==> src/rtl/stb_pkg.sv <==
package stb_pkg;

  typedef enum logic [3:0] {
    ST_IDLE,
    ST_ARB,
    ST_RES,
    ST_ADDR,
    ST_DEC,
    ST_ACK,
    ST_DARB,
    ST_BEAT,
    ST_TURN,
    ST_BACK
  } stb_state_e;

  localparam logic [1:0] KIND_READ = 2'd0;
  localparam logic [1:0] KIND_UPG  = 2'd1;
  localparam logic [1:0] KIND_WB   = 2'd2;
  localparam logic [1:0] KIND_RESP = 2'd3;

  // cycles of a request phase in which a NACK is honoured
  function automatic logic in_req_window(stb_state_e s);
    return (s == ST_ADDR) || (s == ST_DEC) || (s == ST_ACK);
  endfunction

  // request-phase cycles after the grant in which a writeback streams data
  function automatic logic in_wb_stream(stb_state_e s);
    return (s == ST_RES) || (s == ST_ADDR) || (s == ST_DEC) || (s == ST_ACK);
  endfunction

endpackage

==> src/rtl/stb_backoff.sv <==
module stb_backoff #(
  parameter int LFSR_W = 4,
  parameter int CAP    = 4,
  parameter int SEED   = 9
) (
  input  logic clk,
  input  logic rst_n,
  input  logic cancel,
  input  logic clear,
  output logic expire
);
  localparam int NCW = $clog2(CAP + 1);
  localparam logic [LFSR_W:0] ONE = (LFSR_W + 1)'(1);

  logic [LFSR_W-1:0] lfsr_q;
  logic [LFSR_W-1:0] wait_q;
  logic [NCW-1:0]    run_q;
  logic [NCW-1:0]    run_nx;

  // backoff length: random bits masked to a window of 2^run-1, never zero
  function automatic logic [LFSR_W-1:0] bo_len(logic [LFSR_W-1:0] rnd, logic [NCW-1:0] run);
    logic [LFSR_W:0]   span;
    logic [LFSR_W-1:0] pick;
    span = (ONE << run) - ONE;
    pick = rnd & span[LFSR_W-1:0];
    return (pick == '0) ? LFSR_W'(1) : pick;
  endfunction

  assign run_nx = (run_q == NCW'(CAP)) ? run_q : run_q + NCW'(1);
  assign expire = (wait_q == LFSR_W'(1));

  always_ff @(posedge clk) begin
    if (!rst_n) begin
      lfsr_q <= LFSR_W'(SEED);
      wait_q <= '0;
      run_q  <= '0;
    end else begin
      lfsr_q <= {lfsr_q[LFSR_W-2:0], lfsr_q[LFSR_W-1] ^ lfsr_q[LFSR_W-2]};
      if (cancel) begin
        wait_q <= bo_len(lfsr_q, run_nx);
      end else if (wait_q != '0) begin
        wait_q <= wait_q - LFSR_W'(1);
      end
      if (clear) begin
        run_q <= '0;
      end else if (cancel) begin
        run_q <= run_nx;
      end
    end
  end

endmodule

==> src/rtl/stb_phase_ctrl.sv <==
module stb_phase_ctrl
  import stb_pkg::*;
#(
  parameter int BEATS = 4,
  localparam int CW = $clog2(BEATS) + 1
) (
  input  logic       clk,
  input  logic       rst_n,
  input  logic       txn_valid,
  input  logic [1:0] txn_kind,
  input  logic [1:0] kind_q,
  input  logic       abus_gnt,
  input  logic       dbus_gnt,
  input  logic       a_nack,
  input  logic       d_nack,
  input  logic       snoop_ready,
  input  logic       bo_expire,
  output logic       txn_ready,
  output logic       abus_req,
  output logic       dbus_req,
  output logic       a_valid,
  output logic       d_valid,
  output logic [CW-1:0] beat_idx,
  output logic       ev_commit,
  output logic       ev_cancel
);
  stb_state_e st_q, st_nx;
  logic [CW-1:0] cnt_q;
  logic is_wb, is_upg, is_resp, both_gnt, req_nack, last_beat;

  assign is_wb     = (kind_q == KIND_WB);
  assign is_upg    = (kind_q == KIND_UPG);
  assign is_resp   = (kind_q == KIND_RESP);
  assign both_gnt  = abus_gnt && (!is_wb || dbus_gnt);
  assign req_nack  = !is_upg && (a_nack || (is_wb && d_nack));
  assign last_beat = (cnt_q == CW'(BEATS - 1));

  // cancel event: a NACK inside the window of the current phase
  assign ev_cancel = (in_req_window(st_q) && req_nack) ||
                     (((st_q == ST_BEAT) || (st_q == ST_TURN)) && d_nack);

  // commit event: upgrade at grant, request at acknowledge end, response at turnaround
  assign ev_commit = ((st_q == ST_ARB) && is_upg && abus_gnt) ||
                     ((st_q == ST_ACK) && !is_upg && snoop_ready && !ev_cancel) ||
                     ((st_q == ST_TURN) && !ev_cancel);

  assign txn_ready = (st_q == ST_IDLE);
  assign abus_req  = (st_q == ST_ARB);
  assign dbus_req  = ((st_q == ST_ARB) && is_wb) || (st_q == ST_DARB);
  assign a_valid   = (st_q == ST_ADDR);
  assign d_valid   = (st_q == ST_BEAT) ||
                     (is_wb && in_wb_stream(st_q) && (cnt_q < CW'(BEATS)));
  assign beat_idx  = cnt_q;

  always_comb begin
    st_nx = st_q;
    unique case (st_q)
      ST_IDLE: if (txn_valid) st_nx = (txn_kind == KIND_RESP) ? ST_DARB : ST_ARB;
      ST_ARB:  if (both_gnt) st_nx = ST_RES;
      ST_RES:  st_nx = ST_ADDR;
      ST_ADDR: st_nx = ev_cancel ? ST_BACK : ST_DEC;
      ST_DEC:  st_nx = ev_cancel ? ST_BACK : ST_ACK;
      ST_ACK:  begin
        if (ev_cancel)        st_nx = ST_BACK;
        else if (snoop_ready) st_nx = ST_IDLE;
      end
      ST_DARB: if (dbus_gnt) st_nx = ST_BEAT;
      ST_BEAT: begin
        if (ev_cancel)      st_nx = ST_BACK;
        else if (last_beat) st_nx = ST_TURN;
      end
      ST_TURN: st_nx = ev_cancel ? ST_BACK : ST_IDLE;
      ST_BACK: if (bo_expire) st_nx = is_resp ? ST_DARB : ST_ARB;
      default: st_nx = ST_IDLE;
    endcase
  end

  always_ff @(posedge clk) begin
    if (!rst_n) begin
      st_q  <= ST_IDLE;
      cnt_q <= '0;
    end else begin
      st_q <= st_nx;
      if ((st_q == ST_ARB) || (st_q == ST_DARB)) begin
        cnt_q <= '0;
      end else if (d_valid) begin
        cnt_q <= cnt_q + CW'(1);
      end
    end
  end

endmodule

==> src/rtl/stb_phase_seq.sv <==
module stb_phase_seq
  import stb_pkg::*;
#(
  parameter int AW        = 40,
  parameter int TAG_W     = 3,
  parameter int BEAT_W    = 256,
  parameter int BEATS     = 4,
  parameter int LFSR_W    = 4,
  parameter int BO_CAP    = 4,
  parameter int LFSR_SEED = 9,
  localparam int LINE_W   = BEATS * BEAT_W,
  localparam int CW       = $clog2(BEATS) + 1,
  localparam int IW       = $clog2(BEATS)
) (
  input  logic              clk,
  input  logic              rst_n,
  input  logic              txn_valid,
  output logic              txn_ready,
  input  logic [1:0]        txn_kind,
  input  logic [AW-1:0]     txn_addr,
  input  logic [TAG_W-1:0]  txn_tag,
  input  logic [LINE_W-1:0] txn_data,
  output logic              txn_commit,
  output logic              abus_req,
  input  logic              abus_gnt,
  output logic              dbus_req,
  input  logic              dbus_gnt,
  output logic              a_valid,
  output logic [1:0]        a_cmd,
  output logic [AW-1:0]     a_addr,
  input  logic              snoop_ready,
  input  logic              a_nack,
  input  logic              d_nack,
  output logic              d_valid,
  output logic [TAG_W-1:0]  d_tag,
  output logic [BEAT_W-1:0] d_data
);
  logic [1:0]        kind_q;
  logic [AW-1:0]     addr_q;
  logic [TAG_W-1:0]  tag_q;
  logic [LINE_W-1:0] data_q;
  logic [CW-1:0]     beat_idx;
  logic              ev_commit, ev_cancel, bo_expire, accept;
  logic [BEAT_W-1:0] beat_w [BEATS];

  assign accept = txn_valid && txn_ready;

  always_ff @(posedge clk) begin
    if (!rst_n) begin
      kind_q <= KIND_READ;
      addr_q <= '0;
      tag_q  <= '0;
      data_q <= '0;
    end else if (accept) begin
      kind_q <= txn_kind;
      addr_q <= txn_addr;
      tag_q  <= txn_tag;
      data_q <= txn_data;
    end
  end

  stb_phase_ctrl #(.BEATS(BEATS)) u_ctrl (
    .clk        (clk),
    .rst_n      (rst_n),
    .txn_valid  (txn_valid),
    .txn_kind   (txn_kind),
    .kind_q     (kind_q),
    .abus_gnt   (abus_gnt),
    .dbus_gnt   (dbus_gnt),
    .a_nack     (a_nack),
    .d_nack     (d_nack),
    .snoop_ready(snoop_ready),
    .bo_expire  (bo_expire),
    .txn_ready  (txn_ready),
    .abus_req   (abus_req),
    .dbus_req   (dbus_req),
    .a_valid    (a_valid),
    .d_valid    (d_valid),
    .beat_idx   (beat_idx),
    .ev_commit  (ev_commit),
    .ev_cancel  (ev_cancel)
  );

  stb_backoff #(.LFSR_W(LFSR_W), .CAP(BO_CAP), .SEED(LFSR_SEED)) u_backoff (
    .clk   (clk),
    .rst_n (rst_n),
    .cancel(ev_cancel),
    .clear (ev_commit),
    .expire(bo_expire)
  );

  for (genvar g = 0; g < BEATS; g++) begin : g_beat
    assign beat_w[g] = data_q[g*BEAT_W +: BEAT_W];
  end

  assign txn_commit = ev_commit;
  assign a_cmd      = a_valid ? kind_q : 2'd0;
  assign a_addr     = a_valid ? addr_q : '0;
  assign d_tag      = d_valid ? tag_q : '0;
  assign d_data     = d_valid ? beat_w[beat_idx[IW-1:0]] : '0;

endmodule

==> config.mk <==
export PLATFORM = sky130hd
export DESIGN_NAME = stb_phase_seq
export DESIGN_NICKNAME = d
export VERILOG_FILES = /design/src/rtl/stb_pkg.sv /design/src/rtl/stb_backoff.sv /design/src/rtl/stb_phase_ctrl.sv /design/src/rtl/stb_phase_seq.sv
export SDC_FILE = /design/constraint.sdc
export NUM_CORES = 2
export LEC_CHECK = 0
export ABC_CLOCK_PERIOD_IN_PS = 5600
export CORE_AREA = 8 8 538 540
export CTS_BUF_LIST = sky130_fd_sc_hd__clkbuf_8
export DETAILED_ROUTE_END_ITERATION = 16
export DIE_AREA = 0 0 546 548
export DONT_BUFFER_PORTS = 1
export PLACE_DENSITY_LB_ADDON = 0.25
export SLEW_MARGIN = 20
export SYNTH_ARGS = -nofsm -noshare
export SYNTH_HDL_FRONTEND = slang
export SYNTH_SLANG_ARGS = --single-unit
==> constraint.sdc <==
create_clock -name clk -period 5.6 [get_ports clk]
set_input_delay 0.56 -clock clk [delete_from_list [all_inputs] [get_ports clk]]
set_output_delay 0.56 -clock clk [all_outputs]
set_load 0.05 [all_outputs]
# Word level (Yosys, flattened, before mapping)
# Index checks and enable logic that the tools add are counted.
[op_classes]
add_sub_neg = 4
n_lt_le_gt_ge = 2
n_eq_ne = 22
n_shift = 1
muxes = 25
bitwise_logic = 4
n_reduce_logical = 39
[op_table]
columns = ["operator", "count"]
rows = [
  ["256-bit 2-to-1 mux", 3],
  ["256-bit binary-select mux with 2-bit select", 1],
  ["4-bit 2-to-1 mux", 14],
  ["40-bit 2-to-1 mux", 1],
  ["4-bit case mux with 10 select lines", 1],
  ["4-bit by 3-bit equality test with 1-bit output (second input constant)", 4],
  ["1-bit logical AND", 15],
  ["1-bit logical OR", 14],
  ["3-bit 2-to-1 mux", 4],
  ["4-bit by 1-bit equality test with 1-bit output (second input constant)", 2],
  ["4-bit by 2-bit equality test with 1-bit output (second input constant)", 2],
  ["4-bit equality test (second input constant)", 2],
  ["4-bit zero test", 2],
  ["4-bit by 1-bit subtractor with 4-bit output (second input constant)", 2],
  ["3-bit by 1-bit adder with 3-bit output (second input constant)", 2],
  ["2-bit equality test (second input constant)", 3],
  ["2-bit != test (second input constant)", 3],
  ["6-bit AND reduction", 1],
  ["4-bit AND", 1],
  ["4-bit nonzero test", 1],
  ["2-bit OR reduction", 2],
  ["1-bit by 3-bit left shift with 4-bit output (first input constant)", 1],
  ["3-bit by 2-bit equality test with 1-bit output (second input constant)", 1],
  ["3-bit equality test (second input constant)", 1],
  ["other kinds (12)", 14],
]
[totals]
regBits = 1087
inputBits = 1077
output_inout_bits = 307

# Depth between registers and ports, before layout
[logic_depth]
word_depth = 11
mapped_depth = 11

# Hierarchy
# A second synthesis with hierarchy kept.
[hier_totals]
cells_unflattened = 5989
area_unflattened_um2 = 55956.2
[by_module_without_submodules]
columns = ["module", "n_inst", "cells_per_inst", "area_each_um2"]
rows = [
  ["stb_phase_seq", 1, 5803, 54425.9],
  ["stb_phase_ctrl", 1, 106, 829.5],
  ["stb_backoff", 1, 80, 700.7],
]

# Least setup slack after synthesis
# OpenSTA, ideal clock, no wires.
[synth_timing]
path_kind = "reg-to-reg"
start = "register u_ctrl.st_q[0]"
end = "register data_q[408]"
t_arrival_ns = 3.136
setup_slack_ns = 2.331
stages_incl_launch_ff = 9
cell_sequence = "dfxtp_1 -> buf_2 -> nor4_1 -> nand2_1 -> buf_2 -> clkbuf_1 -> buf_2 -> nand2_1 -> a21oi_1"
[synth_via]
elab_chain_len = 2
[synth_lines]
columns = ["element", "line", "source"]
rows = [
  ["start: declaration", "stb_phase_ctrl.sv:27", "stb_state_e st_q, st_nx;"],
  ["start signal: assignment", "stb_phase_ctrl.sv:83", "st_q <= st_nx;"],
  ["4-bit zero test", "stb_phase_ctrl.sv:47", "assign txn_ready = (st_q == ST_IDLE);"],
  ["via txn_ready", "stb_phase_seq.sv:18", "output logic txn_ready,"],
  ["1-bit logical AND", "stb_phase_seq.sv:46", "assign accept = txn_valid && txn_ready;"],
  ["end signal: assignment", "stb_phase_seq.sv:58", "data_q <= txn_data;"],
  ["end: declaration", "stb_phase_seq.sv:41", "logic [LINE_W-1:0] data_q;"],
]
# The timed path passes the listed nets, and every way through them passes these cells.
# A chain may end at the register's enable or synchronous reset.

# Worst setup path after layout
[layout_timing]
start = "register u_ctrl.st_q[1]"
end = "output d_data[93]"
[layout_via]
elab_chain_len = 8
[layout_lines]
columns = ["element", "line", "source"]
rows = [
  ["4-bit by 2-bit equality test with 1-bit output", "stb_pkg.sv:28", "return (s == ST_RES) || (s == ST_ADDR) || (s == ST_DEC) || (s == ST_ACK);"],
  ["1-bit logical OR (3 in series)", "stb_pkg.sv:28", ""],
  ["1-bit logical AND (2 in series)", "stb_phase_ctrl.sv:52", "(is_wb && in_wb_stream(st_q) && (cnt_q < CW'(BEATS)));"],
  ["1-bit logical OR (*)", "stb_phase_ctrl.sv:51", "assign d_valid = (st_q == ST_BEAT) ||"],
  ["via d_valid", "stb_phase_seq.sv:34", "output logic d_valid,"],
  ["256-bit 2-to-1 mux (*)", "stb_phase_seq.sv:100", "assign d_data = d_valid ? beat_w[beat_idx[IW-1:0]] : '0;"],
  ["end: declaration", "stb_phase_seq.sv:36", "output logic [BEAT_W-1:0] d_data"],
]
# Mark *: on every way through the listed nets, which the timed path passes. The rest lies on a longest branch.

==> results_dict.tcl <==
set metrics [dict create \
    cp-startpoint "u_ctrl.st_q[1]" \
    arrival_ns 4.53 \
    die_height_um 548 \
    critical_path.max_fanout 262 \
    area_delta_synth_final_pct 40.54 \
    fp-row-count 195 \
    place.port_buffers 0 \
    vdd_drop_max_v 0.0003202 \
    max_freq_mhz 196.3 \
    critPathRequiredTime_ns 5.04 \
    dpl_cell_area_um2 49600 \
    drive_gt1_share_pct 9.907 \
    gp_congestion 0.8983 \
    route.vias.total 43673 \
    htreeDepth 4 \
    hold_path_end "u_ctrl.st_q[3]" \
    nNetsFinal 7470 \
    clock_latency_ns 0.97 \
    worstMarginPinSlew_ns 1.306 \
    endpoint_kind "output pin" \
    clk_pin_slew_ns 0.06 \
    core_um2 280800 \
    ant_nets 0 \
    status "complete, no violations" \
    fin_crit_sh_pct 90.96 \
    hold_violations 0 \
    fin_skew_ns 0.04454 \
    mostFrequentLayoutCells "nand2_1, dfxtp_1, a21oi_1" \
    cts_resized 0 \
    firstDrtPassIters 8 \
    slew_headroom_pct 12.95 \
    r2r_start "u_ctrl.st_q[1]" \
    r2r_cells 5 \
    avgViaCountPerCell 4.217 \
    multiInputGateArea_um2 21980 \
    rrSetupSlack_ns 2.20 \
    die_area_um2 299200 \
    cp-start-kind "flop" \
    synth_fp_nets 6542 \
    grt_pass1_vias 44492 \
    whs_ns 0.1865 \
    grt-ovfl-total 0 \
    cts_tree "built" \
    clockBufferDepth 4 \
    syn-cell-area_um2 45960 \
    tns_ns 0 \
    avgSynthCellArea_um2 8.422 \
    ios 1384 \
    yosysWarnings 0 \
    dp_hpwl_mm 190.4 \
    syn_inst 5457 \
    wire_per_inst_um 23.73 \
    min_period_ns 5.094 \
    routed_wl_mm 245.8 \
    finalPower_uw 26940 \
    cts.sinks 1087 \
    hp-class "input port to flop" \
    track_usage_pct 15.55 \
    crit_type "flop to output pin" \
    setup_viol 0 \
    drt-initial-drc-count 3195 \
    ys_seq_area_share_pct 47.35 \
    mostFrequentLayoutCell "nand2_1" \
    drv_slew 0 \
    power_leakage_uw 0.02284 \
    worstHoldStart "txn_valid" \
    rsz0062_at_grt "false" \
    antenna_found_initial 148 \
    min_path_cells 5 \
    ys_ff_latch 1087 \
    fillers 30974 \
    synth_cell_type_count 48 \
    grt_pass1_wl_mm 342.9 \
    route.detailed.drc 0 \
    seq_area_um2 21770 \
    die_w_um 546 \
    stdcell_area_um2 64590 \
    r2r_end "data_q[190]" \
    initial_utilization_pct 16.36 \
    cts-root-buf "clkbuf_8" \
    grt_max_degree 263 \
    final_core_util_pct 23.00 \
    power_density_nw_per_um2 417.1 \
    maxCapViolations 0 \
    cts_made_buffers 209 \
]
[flip-flops by register name, summed over array words and instances (netlist names)]
register and cells:
u_backoff.wait_q 4, u_ctrl.st_q 4, addr_q 40, tag_q 3, kind_q 2, data_q 1024, u_backoff.run_q 3, u_ctrl.beat_idx 3
u_backoff.lfsr_q 4
[through the flow]
step / std cells / setup WS (ns)
after detailed placement: 8843 / 1.524
after CTS: 10284 / 0.3936
after floorplan: 5457 / 2.331
after global routing: 10326 / 0.2326
final: 10357 / 0.5064
after global placement: 8843 / 1.663
[power breakdown]
group | total (uW) | internal (uW) | switching, uW
sequential | 10600 | 9420 | 1200
combinational | 8490 | 2950 | 5540
clock | 7830 | 4160 | 3680
[Yosys cell counts (all sizes together)]
library cell	count	area, um2
clkbuf	231	867.1
o2111ai	1	8.760
nor2	18	67.56
and3b	2	17.52
a21oi	1082	5415
xor2	1	8.760
o211ai	2	15.01
inv	10	37.53
a211oi	2	25.02
clkinv	2	7.510
o311ai	1	8.760
nand2b	4	25.02
mux2	1	11.26
ha	8	100.1
and4	2	17.52
a2111oi	1	8.760
nor3b	1	12.51
o211a	2	20.02
mux4	256	5766
nand4	1	6.260
and4b	1	10.01
or4	1	7.510
a21o	3	22.52
buf	226	1344
a21boi	2	15.01
o21bai	1	11.26
o21ai	5	25.02
o32ai	2	17.52
xnor2	5	43.79
and2	304	1902
a31oi	7	73.82
nor4	1	6.260
o31ai	3	22.52
nand3	8	40.04
o221ai	1	8.760
and3	3	18.77
nand2	2158	8100
nor3	3	15.01
or3	5	36.28
mux2i	3	30.03
dfxtp	1087	21760
[worst max-delay path by stage]
stage / endpoint / slack (ns) / cells after the start
CTS: d_data[63] / 0.39 / 5
finish: d_data[93] / 0.51 / 5
detailed placement: d_data[64] / 1.52 / 5
global route: d_data[93] / 0.23 / 5
global placement: d_data[195] / 1.66 / 5
floorplan: data_q[408] / 2.33 / 8
[repair_timing]
| action | in CTS | in global routing |
|---|---|---|
| hold buffers | 1074 | 0 |
| endpoints found under the hold margin | 1085 | 0 |
| setup buffers | 0 | 0 |
[final cells by class]
type | count | share of cell area [%]
multi-input combinational | 3901 | 34.02
sequential | 1087 | 33.70
timing repair buffer | 1174 | 18.37
tap | 3743 | 7.251
clock buffer | 249 | 5.306
clock inverter | 118 | 0.9783
antenna | 73 | 0.2828
inverter | 12 | 0.08136
[worst max-delay path, stage by stage (launching register included)]
cell and delay (ns):
dfxtp_1 0.78, xnor2_1 0.17, or4_1 0.49, a21oi_4 0.55, buf_12 0.62, and2_1 0.60
[cell families (layout without fill, tap and decap cells)]
| family | Yosys count | count (layout) | share of synthesized area [%] |
|---|---|---|---|
| and+or+nand+nor | 2512 | 2512 | 22.37 |
| AOI/OAI and AO/OA | 1115 | 1115 | 12.40 |
| DFF | 1087 | 1087 | 47.35 |
| buffers and inverters | 469 | 1553 | 4.909 |
| muxes | 260 | 260 | 12.64 |
| adders and majority gates | 8 | 8 | 0.2178 |
| xor gates and xnor gates | 6 | 6 | 0.1143 |
| other | 0 | 73 | 0 |
[layer usage]
layer,vias up,global-route usage [%],wire length [um]
met2,1805,27.02,118400
met5,-,0,309
met3,420,3.999,17240
met4,50,4.160,7425
met1,21308,19.06,102400
li1,20090,-,-
(Power assumes the default switching activity.)
